==> src/rtl/frame_crc_pkg.sv <==
// Shared constants, types and the byte-serial CRC step for the frame
// checksum appender. Assumes MSB-first, non-reflected CRC arithmetic.
package frame_crc_pkg;

    localparam logic [31:0] CRC_POLY    = 32'h04C11DB7;
    localparam logic [7:0]  INJECT_BYTE = 8'h42;
    localparam int          TRAILER_LEN = 4;

    typedef enum logic {
        ST_PAYLOAD = 1'b0,
        ST_TRAILER = 1'b1
    } emit_state_t;

    // Advance a 32-bit CRC by one byte, most significant bit first.
    function automatic logic [31:0] crc_byte_step(input logic [31:0] cur, input logic [7:0] b);
        logic [31:0] r;
        r = cur ^ {b, 24'h0};
        for (int i = 0; i < 8; i++) begin
            r = r[31] ? ((r << 1) ^ CRC_POLY) : (r << 1);
        end
        return r;
    endfunction

endpackage

==> src/rtl/fca_crc_engine.sv <==
// CRC register for one frame. Folds each accepted payload byte in; on the
// last byte of a marked frame it also folds in the injection byte. Cleared
// when a frame completes. Assumes clear and byte_fire are never both high.
module fca_crc_engine
    import frame_crc_pkg::*;
(
    input  logic        clk,
    input  logic        rst_n,
    input  logic        byte_fire,
    input  logic [7:0]  byte_in,
    input  logic        last_byte,
    input  logic        inject,
    input  logic        clear,
    output logic [31:0] crc_q
);

    logic [31:0] step_one;
    logic [31:0] step_two;

    // Compute the plain and the injected next CRC values.
    always_comb begin
        step_one = crc_byte_step(crc_q, byte_in);
        step_two = crc_byte_step(step_one, INJECT_BYTE);
    end

    // Hold the running CRC; zero at reset and after each frame.
    always_ff @(posedge clk) begin
        if (!rst_n) begin
            crc_q <= '0;
        end else if (clear) begin
            crc_q <= '0;
        end else if (byte_fire) begin
            crc_q <= (last_byte && inject) ? step_two : step_one;
        end
    end

    AST_CRC_FRESH_FRAME: assert property (@(posedge clk) disable iff (!rst_n)
        clear |=> (crc_q == 32'h0)) else $error("crc not cleared");

    AST_NO_CLEAR_DURING_BYTE: assert property (@(posedge clk) disable iff (!rst_n)
        clear |-> !byte_fire) else $error("clear during byte");

endmodule

==> src/rtl/fca_len_tracker.sv <==
// Counts payload bytes of the current frame and, at frame completion,
// reports the length with the checksum bytes added plus an alignment flag.
// Assumes LEN_W is wide enough for the longest frame.
module fca_len_tracker
    import frame_crc_pkg::*;
#(
    parameter int LEN_W = 16
) (
    input  logic             clk,
    input  logic             rst_n,
    input  logic             byte_fire,
    input  logic             frame_done,
    output logic             len_valid,
    output logic [LEN_W-1:0] len_bytes,
    output logic             misalign
);

    localparam logic [LEN_W-1:0] TRAILER_BYTES = LEN_W'(TRAILER_LEN);

    logic [LEN_W-1:0] pay_cnt;

    // Count accepted payload bytes; restart at each frame completion.
    always_ff @(posedge clk) begin
        if (!rst_n) begin
            pay_cnt <= '0;
        end else if (frame_done) begin
            pay_cnt <= '0;
        end else if (byte_fire) begin
            pay_cnt <= pay_cnt + 1'b1;
        end
    end

    // Produce the one-cycle length report and alignment flag.
    always_ff @(posedge clk) begin
        if (!rst_n) begin
            len_valid <= 1'b0;
            len_bytes <= '0;
            misalign  <= 1'b0;
        end else if (frame_done) begin
            len_valid <= 1'b1;
            len_bytes <= pay_cnt + TRAILER_BYTES;
            misalign  <= |pay_cnt[1:0];
        end else begin
            len_valid <= 1'b0;
            misalign  <= 1'b0;
        end
    end

    AST_LEN_MIN: assert property (@(posedge clk) disable iff (!rst_n)
        len_valid |-> (len_bytes > TRAILER_BYTES)) else $error("length too small");

    AST_LEN_PULSE: assert property (@(posedge clk) disable iff (!rst_n)
        len_valid |=> !len_valid) else $error("length pulse too long");

    AST_MISALIGN_QUALIFIED: assert property (@(posedge clk) disable iff (!rst_n)
        misalign |-> len_valid) else $error("misalign without report");

endmodule

==> src/rtl/fca_emit_ctrl.sv <==
// Sequencer: passes payload handshakes through, then walks four checksum
// byte slots while holding upstream off, and keeps the frame index used
// to select a frame for checksum corruption.
module fca_emit_ctrl
    import frame_crc_pkg::*;
#(
    parameter int IDX_W = 4
) (
    input  logic             clk,
    input  logic             rst_n,
    input  logic             s_valid,
    input  logic             s_last,
    input  logic             m_ready,
    input  logic             corrupt_en,
    input  logic [IDX_W-1:0] corrupt_idx,
    output logic             s_ready,
    output logic             in_trailer,
    output logic [1:0]       tr_idx,
    output logic             byte_fire,
    output logic             frame_done,
    output logic             inject
);

    localparam logic [1:0] LAST_SLOT = 2'(TRAILER_LEN - 1);

    emit_state_t      state;
    logic [IDX_W-1:0] frame_idx;

    // Decode handshakes and frame completion from the current state.
    always_comb begin
        in_trailer = (state == ST_TRAILER);
        s_ready    = !in_trailer && m_ready;
        byte_fire  = s_valid && s_ready;
        frame_done = in_trailer && m_ready && (tr_idx == LAST_SLOT);
        inject     = corrupt_en && (frame_idx == corrupt_idx);
    end

    // Move between payload and checksum phases and step the slot index.
    always_ff @(posedge clk) begin
        if (!rst_n) begin
            state  <= ST_PAYLOAD;
            tr_idx <= '0;
        end else if (!in_trailer) begin
            if (byte_fire && s_last) begin
                state  <= ST_TRAILER;
                tr_idx <= '0;
            end
        end else if (m_ready) begin
            tr_idx <= tr_idx + 1'b1;
            if (tr_idx == LAST_SLOT) begin
                state <= ST_PAYLOAD;
            end
        end
    end

    // Count completed frames to select the one to corrupt.
    always_ff @(posedge clk) begin
        if (!rst_n) begin
            frame_idx <= '0;
        end else if (frame_done) begin
            frame_idx <= frame_idx + 1'b1;
        end
    end

    AST_TRAILER_HOLD: assert property (@(posedge clk) disable iff (!rst_n)
        (in_trailer && !m_ready) |=> (in_trailer && $stable(tr_idx))) else $error("slot moved under stall");

    AST_TRAILER_ENTRY: assert property (@(posedge clk) disable iff (!rst_n)
        (byte_fire && s_last) |=> (in_trailer && tr_idx == 2'd0)) else $error("no trailer after last");

endmodule

==> src/rtl/frame_crc_appender.sv <==
// Top: byte-stream frame pass-through that appends a big-endian CRC-32
// (poly 0x04C11DB7, zero start, no reflection, no final XOR) and reports
// the frame length and word alignment. Assumes every frame has at least
// one payload byte and that upstream holds a byte stable until accepted.
module frame_crc_appender
    import frame_crc_pkg::*;
#(
    parameter int LEN_W = 16,
    parameter int IDX_W = 4
) (
    input  logic             clk,
    input  logic             rst_n,
    input  logic             s_valid,
    output logic             s_ready,
    input  logic [7:0]       s_data,
    input  logic             s_last,
    output logic             m_valid,
    input  logic             m_ready,
    output logic [7:0]       m_data,
    output logic             m_last,
    output logic             len_valid,
    output logic [LEN_W-1:0] len_bytes,
    output logic             misalign,
    input  logic             corrupt_en,
    input  logic [IDX_W-1:0] corrupt_idx
);

    logic        in_trailer;
    logic [1:0]  tr_idx;
    logic        byte_fire;
    logic        frame_done;
    logic        inject;
    logic [31:0] crc_q;
    logic [7:0]  crc_byte;

    fca_emit_ctrl #(.IDX_W(IDX_W)) u_ctrl (
        .clk        (clk),
        .rst_n      (rst_n),
        .s_valid    (s_valid),
        .s_last     (s_last),
        .m_ready    (m_ready),
        .corrupt_en (corrupt_en),
        .corrupt_idx(corrupt_idx),
        .s_ready    (s_ready),
        .in_trailer (in_trailer),
        .tr_idx     (tr_idx),
        .byte_fire  (byte_fire),
        .frame_done (frame_done),
        .inject     (inject)
    );

    fca_crc_engine u_crc (
        .clk       (clk),
        .rst_n     (rst_n),
        .byte_fire (byte_fire),
        .byte_in   (s_data),
        .last_byte (s_last),
        .inject    (inject),
        .clear     (frame_done),
        .crc_q     (crc_q)
    );

    fca_len_tracker #(.LEN_W(LEN_W)) u_len (
        .clk        (clk),
        .rst_n      (rst_n),
        .byte_fire  (byte_fire),
        .frame_done (frame_done),
        .len_valid  (len_valid),
        .len_bytes  (len_bytes),
        .misalign   (misalign)
    );

    // Pick the checksum byte for the current slot, high byte first.
    always_comb begin
        case (tr_idx)
            2'd0:    crc_byte = crc_q[31:24];
            2'd1:    crc_byte = crc_q[23:16];
            2'd2:    crc_byte = crc_q[15:8];
            default: crc_byte = crc_q[7:0];
        endcase
    end

    // Steer payload or checksum onto the downstream port.
    always_comb begin
        m_valid = in_trailer ? 1'b1 : s_valid;
        m_data  = in_trailer ? crc_byte : s_data;
        m_last  = in_trailer && (tr_idx == 2'd3);
    end

    AST_LAST_HAS_VALID: assert property (@(posedge clk) disable iff (!rst_n)
        m_last |-> m_valid) else $error("last without valid");

    AST_REPORT_AFTER_LAST: assert property (@(posedge clk) disable iff (!rst_n)
        len_valid |-> $past(m_valid && m_ready && m_last)) else $error("report not after last");

    AST_STALL_STABLE: assert property (@(posedge clk) disable iff (!rst_n)
        (m_valid && !m_ready && !s_ready && m_last) |=> ($stable(m_data) && m_last)) else $error("final byte moved");

    AST_NO_INPUT_IN_TRAILER: assert property (@(posedge clk) disable iff (!rst_n)
        (m_valid && !s_valid) |-> !s_ready) else $error("ready while trailing");

endmodule

==> config.mk <==
export PLATFORM = sky130hd
export DESIGN_NAME = frame_crc_appender
export DESIGN_NICKNAME = d
export VERILOG_FILES = /design/src/rtl/frame_crc_pkg.sv /design/src/rtl/fca_crc_engine.sv /design/src/rtl/fca_len_tracker.sv /design/src/rtl/fca_emit_ctrl.sv /design/src/rtl/frame_crc_appender.sv
export SDC_FILE = /design/constraint.sdc
export NUM_CORES = 1
export LEC_CHECK = 0
export BUFFER_PORTS_ARGS = -buffer_cell sky130_fd_sc_hd__buf_2
export CAP_MARGIN = 20
export CORE_MARGIN = 2
export CORE_UTILIZATION = 45
export DETAILED_ROUTE_END_ITERATION = 7
export PLACE_DENSITY_LB_ADDON = 0.3
export REMOVE_ABC_BUFFERS = 1
export SETUP_SLACK_MARGIN = 0.5
export SYNTH_ARGS = -nofsm -noshare
export SYNTH_HDL_FRONTEND = slang
export SYNTH_SLANG_ARGS = --single-unit
==> constraint.sdc <==
create_clock -name clk -period 2.9 [get_ports clk]
set_input_delay 0.29 -clock clk [delete_from_list [all_inputs] [get_ports clk]]
set_output_delay 0.29 -clock clk [all_outputs]
set_load 0.05 [all_outputs]
==> results of run 1 <==
[critical path: cells and delay by family (launching register included)]
kind             cells  cell delay [ps]
XOR/XNOR             4             1530
AND/OR/NAND/NOR      1               70
AO/OA/AOI/OAI        1              240
flip-flops           1              370
[synth_stat cells, drive strengths merged]
master   count  area [sq um]
xnor2       99           965
dfxtp       73          1460
nand2       68           255
xor2        39           368
nor2        36           135
clkbuf      29           119
xnor3       26           601
a21oi       23           115
o21ai       22           110
xor3        14           335
nor3        13          70.1
buf         12          60.1
nand3       12          60.1
o211a       12           120
ha           9           113
a211oi       8          60.1
a222oi       8          80.1
mux2         8          90.1
a2bb2oi      6          52.6
and2         6          37.5
inv          6          22.5
o22ai        6          37.5
or3          6          37.5
and3         5          31.3
nand4        5          31.3
nor2b        5          31.3
o211ai       5          37.5
a21boi       4          30.0
mux2i        3          30.0
a211o        2          17.5
a22oi        2          15.0
a32oi        2          17.5
and4         2          17.5
o32ai        2          17.5
a21o         1          7.51
and3b        1          8.76
nor3b        1          7.51
o41a         1          11.3
or2          1          6.26
[through the flow]
step	setup TNS, ps	area (sq um)	hold slack [ps]
global route	0	6650	290
global placement	0	6060	456
floorplan	-109	5440	412
CTS	0	6470	271
detailed placement	0	6060	463
finish	0	6650	278
[layer usage]
layer	routed length, um	part of all wire [%]	vias to the layer above
li1	-	-	2119
met1	6290	41	2144
met2	7390	48	164
met3	1200	7.8	33
met4	399	2.6	0
met5	0	0	-
[worst paths after layout]
path	from	slack (ps)	endpoint	depth (start not counted)
max	u_crc.crc_q[24]$_SDFFE_PP0P_	550	u_crc.crc_q[25]$_SDFFE_PP0P_	6
min	s_last	280	u_ctrl.in_trailer$_SDFF_PN0_	3
max reg2reg	u_crc.crc_q[24]$_SDFFE_PP0P_	550	u_crc.crc_q[25]$_SDFFE_PP0P_	6
min reg2reg	u_len.len_bytes[0]$_SDFFE_PN0P_	470	u_len.len_bytes[0]$_SDFFE_PN0P_	2
[cell type report]
cell class,instances,area [sq um]
clock buffers,9,225
clock inverters,6,91.3
fillers,1114,5460
inverters,6,22.5
multi-input cells,463,4110
flip-flops and latches,73,1470
well taps,168,210
repair buffers,85,526
[kinds of logic (layout without fill, tap and decap cells)]
family                     Yosys count  after routing  synth area share (%)
DFF                                 73             73                  26.0
and+or+nand+nor                    161            161                  13.0
xor gates and xnor gates           178            178                  40.3
buffers and inverters               47            106                  3.58
adders and majority gates            9              9                  2.00
muxes                               11             11                  2.14
AOI/OAI and AO/OA                  104            104                  13.0
[what timing repair did]
action / 4_1_cts / 5_1_grt
setup endpoints to repair: 23 / 22
buffers inserted: 0 / 15
gates resized for setup: 16 / 15
hold buffers: 0 / 0
cloned: 0 / 0
pin swaps: 4 / 9
[power groups by stage]
stage | registers [mW] | logic (mW) | clock network, mW
4_1_cts | 1.18 | 3.49 | 1.24
5_1_grt | 1.19 | 3.94 | 1.28
3_5_place_dp | 1.20 | 3.44 | 0
3_3_place_gp | 1.20 | 3.44 | 0
2_1_floorplan | 1.17 | 2.81 | 0
6_report | 1.19 | 3.70 | 1.22
[registers in the layout, indices dropped and copies added (netlist names)]
register / count
u_crc.crc_q: 32
u_len.len_bytes: 16
u_len.pay_cnt: 16
u_ctrl.frame_idx: 4
u_ctrl.tr_idx: 2
u_ctrl.in_trailer: 1
u_len.len_valid: 1
u_len.misalign: 1
==> results_dict.tcl, run 1 <==
set metrics [dict create \
    core-area_sq_um 12100 \
    grt_pass1_wl_um 23400 \
    diodes 0 \
    seqPwrFrac_pct 19.4 \
    hpwl_um 10700 \
    grt_overflow 0 \
    gr-usage-met2_pct 38.1 \
    drive_gt1_share_pct 23.5 \
    synth.cell_area_sq_um 5620 \
    setup_ws_ps 549 \
    final_cells 810 \
    final_common_cell "xnor2_1" \
    grtUsageMet1_pct 29.6 \
    path_max_fanout 5 \
    syn_inst 583 \
    antenna_found_initial 0 \
    pwr-share-clk_pct 20.0 \
    swShare_pct 37.0 \
    clk_pin_slew_worst_paths_ps 60 \
    synth-seq-cells 73 \
    combPwrFrac_pct 60.6 \
    cts_buffers 9 \
    power.total_mw 6.11 \
    dr_total_vias 4460 \
    ys_seq_area_share_pct 26.0 \
    p_sw_mw 2.26 \
    fin_skew_ps 12.1 \
    p_int_mw 3.85 \
    rsz0062_at_grt "false" \
    fin_crit_sh_pct 81.1 \
    drt_iter0_markers 450 \
    die_h_um 116 \
    power.density_nw_per_um2 919 \
    cap_viol_max_count 0 \
    wirelength_um 15300 \
    critPathLaunchType "register" \
    gp_congestion 0.938 \
    max_stage_delay_ps 520 \
    ys.warnings.count 0 \
    hold_viol_final 0 \
    cts_sinks 73 \
    fin_util_pct 54.9 \
    ios 47 \
    arrival_ps 2570 \
    area_delta_synth_final_pct 18.3 \
    critical_path_class "reg -> reg" \
    finalNetCount 665 \
    core.rowCount 40 \
    tritoncts "yes" \
    port_buffers 46 \
    setup_viol 0 \
    relSlewSlack_pct 61.4 \
    cp_cell_sequence "xnor2_4 > xnor3_4 > xnor3_2 > xor2_1 > a211oi_1 > nor3_1" \
    detail_route.drc_violations 0 \
    worstSetupEndpointType "register" \
    cellLeakagePower_nw 2.90 \
    avgSynthCellArea_sq_um 9.64 \
    crit_required_ps 3120 \
    post_drt_via_cell_ratio 5.51 \
    layout_common_cells "xnor2_1 (83), nand2_1 (68), dfxtp_1 (66)" \
    initial_utilization_pct 46.4 \
    placedCellCount 780 \
    grt_pass1_vias 4310 \
    hp-class "in -> reg" \
    ys_types 50 \
    irDropWorstVdd_mv 0.413 \
    fp.dieW_um 116 \
    tightest_slew_ps 575 \
    insertion_delay_ps 350 \
    status "completed" \
    grt_busiest_layer "met2" \
    grt_usage_pct 23.2 \
    wl_per_cell_um 18.9 \
    place_ws_ps 294 \
    clock_path_buffers 2 \
    ant_nets 0 \
    grt_max_degree 49 \
    drt-pass1-iter-count 8 \
    grt_use_met3_pct 4.92 \
    cts_root_buf "clkbuf_16" \
    slew_violations 0 \
    clock.fmax_mhz 425 \
    cts.htree.levels 3 \
    slowest_stage "xnor3_4" \
    die_area_sq_um 13400 \
    period_minus_slack_ps 2350 \
]
No activity file was read; power rests on OpenSTA's default activity.
==> run 2, diff against run 1 <==
- clock period: 2.9 -> 2.1 ns (I/O delays scaled with it)
==> run 2 against run 1 <==
The flow now finishes with violations (negative setup slack). Cell count up 15%. Routed wire length up 40%. Global-route usage up 5.0 points. Critical path depth up 2. Die area unchanged. First-iteration DRC count up 20%. Setup slack worse by 910 ps. Sequential power up 37%. Clock skew down 2.2 ps. Sequential share of layout area down 4.5 points. Highest routed layer unchanged.
==> results_dict.tcl, run 2 (synthesized netlist as in run 1, its figures left out) <==
set metrics [dict create \
    cts_buffers 9 \
    ff_latch_area_sq_um 1510 \
    period_minus_slack_ps 2460 \
    drive_gt1_share_pct 46.7 \
    grt_max_degree 32 \
    final_cells 934 \
    area_delta_synth_final_pct 52.7 \
    tritoncts "yes" \
    grt_usage_pct 28.2 \
    hpwl_um 12000 \
    grt_pass1_vias 5312 \
    hold_viol_final 0 \
    initial_utilization_pct 46.4 \
    grt_pass1_wl_um 28400 \
    clock_path_buffers 2 \
    port_buffers 46 \
    dr_total_vias 5433 \
    critical_path_class "reg -> reg" \
    cap_viol_max_count 0 \
    rr_endpoint "u_crc.crc_q[15]$_SDFFE_PP0P_" \
    core.rowCount 40 \
    postCtsHoldBufs 0 \
    wirelength_um 21400 \
    tightest_slew_ps 519 \
    drt_iter0_markers 538 \
    ff2ff_path_depth 8 \
    grt_overflow 0 \
    rr_startpoint "u_crc.crc_q[24]$_SDFFE_PP0P_" \
    multi_input_area_sq_um 4710 \
    ant_nets 0 \
    crit_required_ps 2320 \
    violations "negative setup slack" \
    status "finished, violations left" \
    final_common_cell "buf_4" \
    drt-pass1-iter-count 8 \
    layout_common_cells "buf_4 (107), nand2_1 (64), xnor2_1 (56), dfxtp_1 (56), buf_6 (46)" \
    tns_ps -2660 \
    critPathLaunch "u_crc.crc_q[24]$_SDFFE_PP0P_" \
    die_area_sq_um 13400 \
    cts_root_buf "clkbuf_16" \
    cts.htree.levels 3 \
    diodes 0 \
    critPathLaunchType "register" \
    rsz0062_at_grt "true" \
    setup_ws_ps -360 \
    slew_violations 0 \
    fp.dieW_um 116 \
    power.density_nw_per_um2 1330 \
    largest_reg_flops 32 \
    core-area_sq_um 12100 \
    relSlewSlack_pct 65.4 \
    fillCellCount 827 \
    fin_skew_ps 9.91 \
    ios 47 \
    worstSetupEndpointType "register" \
    path_max_fanout 3 \
    die_h_um 116 \
    gp_congestion 0.935 \
    arrival_ps 2680 \
    top_register "u_crc.crc_q" \
    reg_top3 "u_crc.crc_q (32), u_len.len_bytes (16), u_len.pay_cnt (16)" \
    detail_route.drc_violations 0 \
    crit_path_end "u_crc.crc_q[15]$_SDFFE_PP0P_" \
    clock.fmax_mhz 407 \
    rrSetupSlack_ps -360 \
    finalNetCount 788 \
    cellLeakagePower_nw 3.84 \
    insertion_delay_ps 350 \
    clk_pin_slew_worst_paths_ps 60 \
    wl_per_cell_um 22.9 \
    antenna_found_initial 0 \
    cts_sinks 73 \
    setup_viol 28 \
    irDropWorstVdd_mv 0.621 \
    placedCellCount 860 \
    post_drt_via_cell_ratio 5.82 \
    hp-class "in -> reg" \
    fin_crit_sh_pct 117 \
]
==> run 2: cell count changes in the layout (fill, tap and decap cells not counted), sizes merged <==
cell,change
clkinv,-2
clkbuf,+1
inv,+1
clkinvlp,+3
bufinv,-2
buf,+123
==> run 2: where the power goes <==
group	switching (mW)	total (mW)	internal (mW)	leakage, nW
Combinational	3.58	8.27	4.69	3.10
Sequential	0.145	1.63	1.48	0.603
Clock	0.690	1.54	0.847	0.133
Total	4.42	11.4	7.02	3.84
==> run 2: through the flow <==
| step | hold slack (ps) | instance area (sq um) | total power, mW | util, % | setup WS, ps |
|---|---|---|---|---|---|
| after CTS | 218 | 7980 | 10.1 | 65.9 | -45.9 |
| after floorplan | 332 | 5440 | 5.49 | - | -891 |
| after global placement | 452 | 6720 | 7.18 | 55.4 | -216 |
| after detailed placement | 458 | 6720 | 7.25 | 55.4 | -227 |
| final | 263 | 8590 | 11.4 | 70.9 | -360 |
| after global routing | 291 | 8590 | 11.8 | 70.9 | -368 |
==> run 2: how the worst min path moves through the flow <==
stage               cells past startpoint                               end  slack (ps)                            start
finish                                  3      u_ctrl.in_trailer$_SDFF_PN0_         260                           s_last
global route                            3      u_ctrl.in_trailer$_SDFF_PN0_         290                           s_last
CTS                                     3      u_ctrl.in_trailer$_SDFF_PN0_         220                           s_last
detailed placement                      2   u_len.len_bytes[0]$_SDFFE_PN0P_         460  u_len.len_bytes[0]$_SDFFE_PN0P_
global placement                        2   u_len.len_bytes[1]$_SDFFE_PN0P_         450  u_len.len_bytes[1]$_SDFFE_PN0P_
floorplan                               1  u_ctrl.frame_idx[0]$_SDFFE_PN0P_         330                            rst_n
==> run 2: area by class of cell <==
cell class | count | area share (%)
clock buffer | 10 | 2.78
clock inverter | 6 | 0.597
multi-input combinational | 463 | 54.8
sequential | 73 | 17.6
timing repair buffer | 208 | 21.4
inverter | 6 | 0.291
tap | 168 | 2.45
==> run 2: what timing repair did <==
| action | CTS | global route |
|---|---|---|
| pin swaps | 90 | 36 |
| gates cloned | 0 | 1 |
| buffers inserted | 27 | 30 |
| resized for setup | 169 | 77 |
| endpoints found under the setup margin | 63 | 64 |
| endpoints found under the hold margin | 0 | 0 |
==> run 2: layer usage <==
metal	GRT usage (%)	share of wire, %	vias up
met3	4.50	8.5	101
met2	47.6	49	329
met4	17.0	6.5	0
met5	0	0	-
li1	-	-	2370
met1	33.9	36	2633
==> run 2: critical path: stages (launching register included) <==
cell and delay, ps:
dfxtp_2 350, xnor2_4 330, xnor3_4 540, buf_6 170, xor2_2 280, xnor2_1 230
buf_4 180, xnor2_2 120, o22ai_2 120
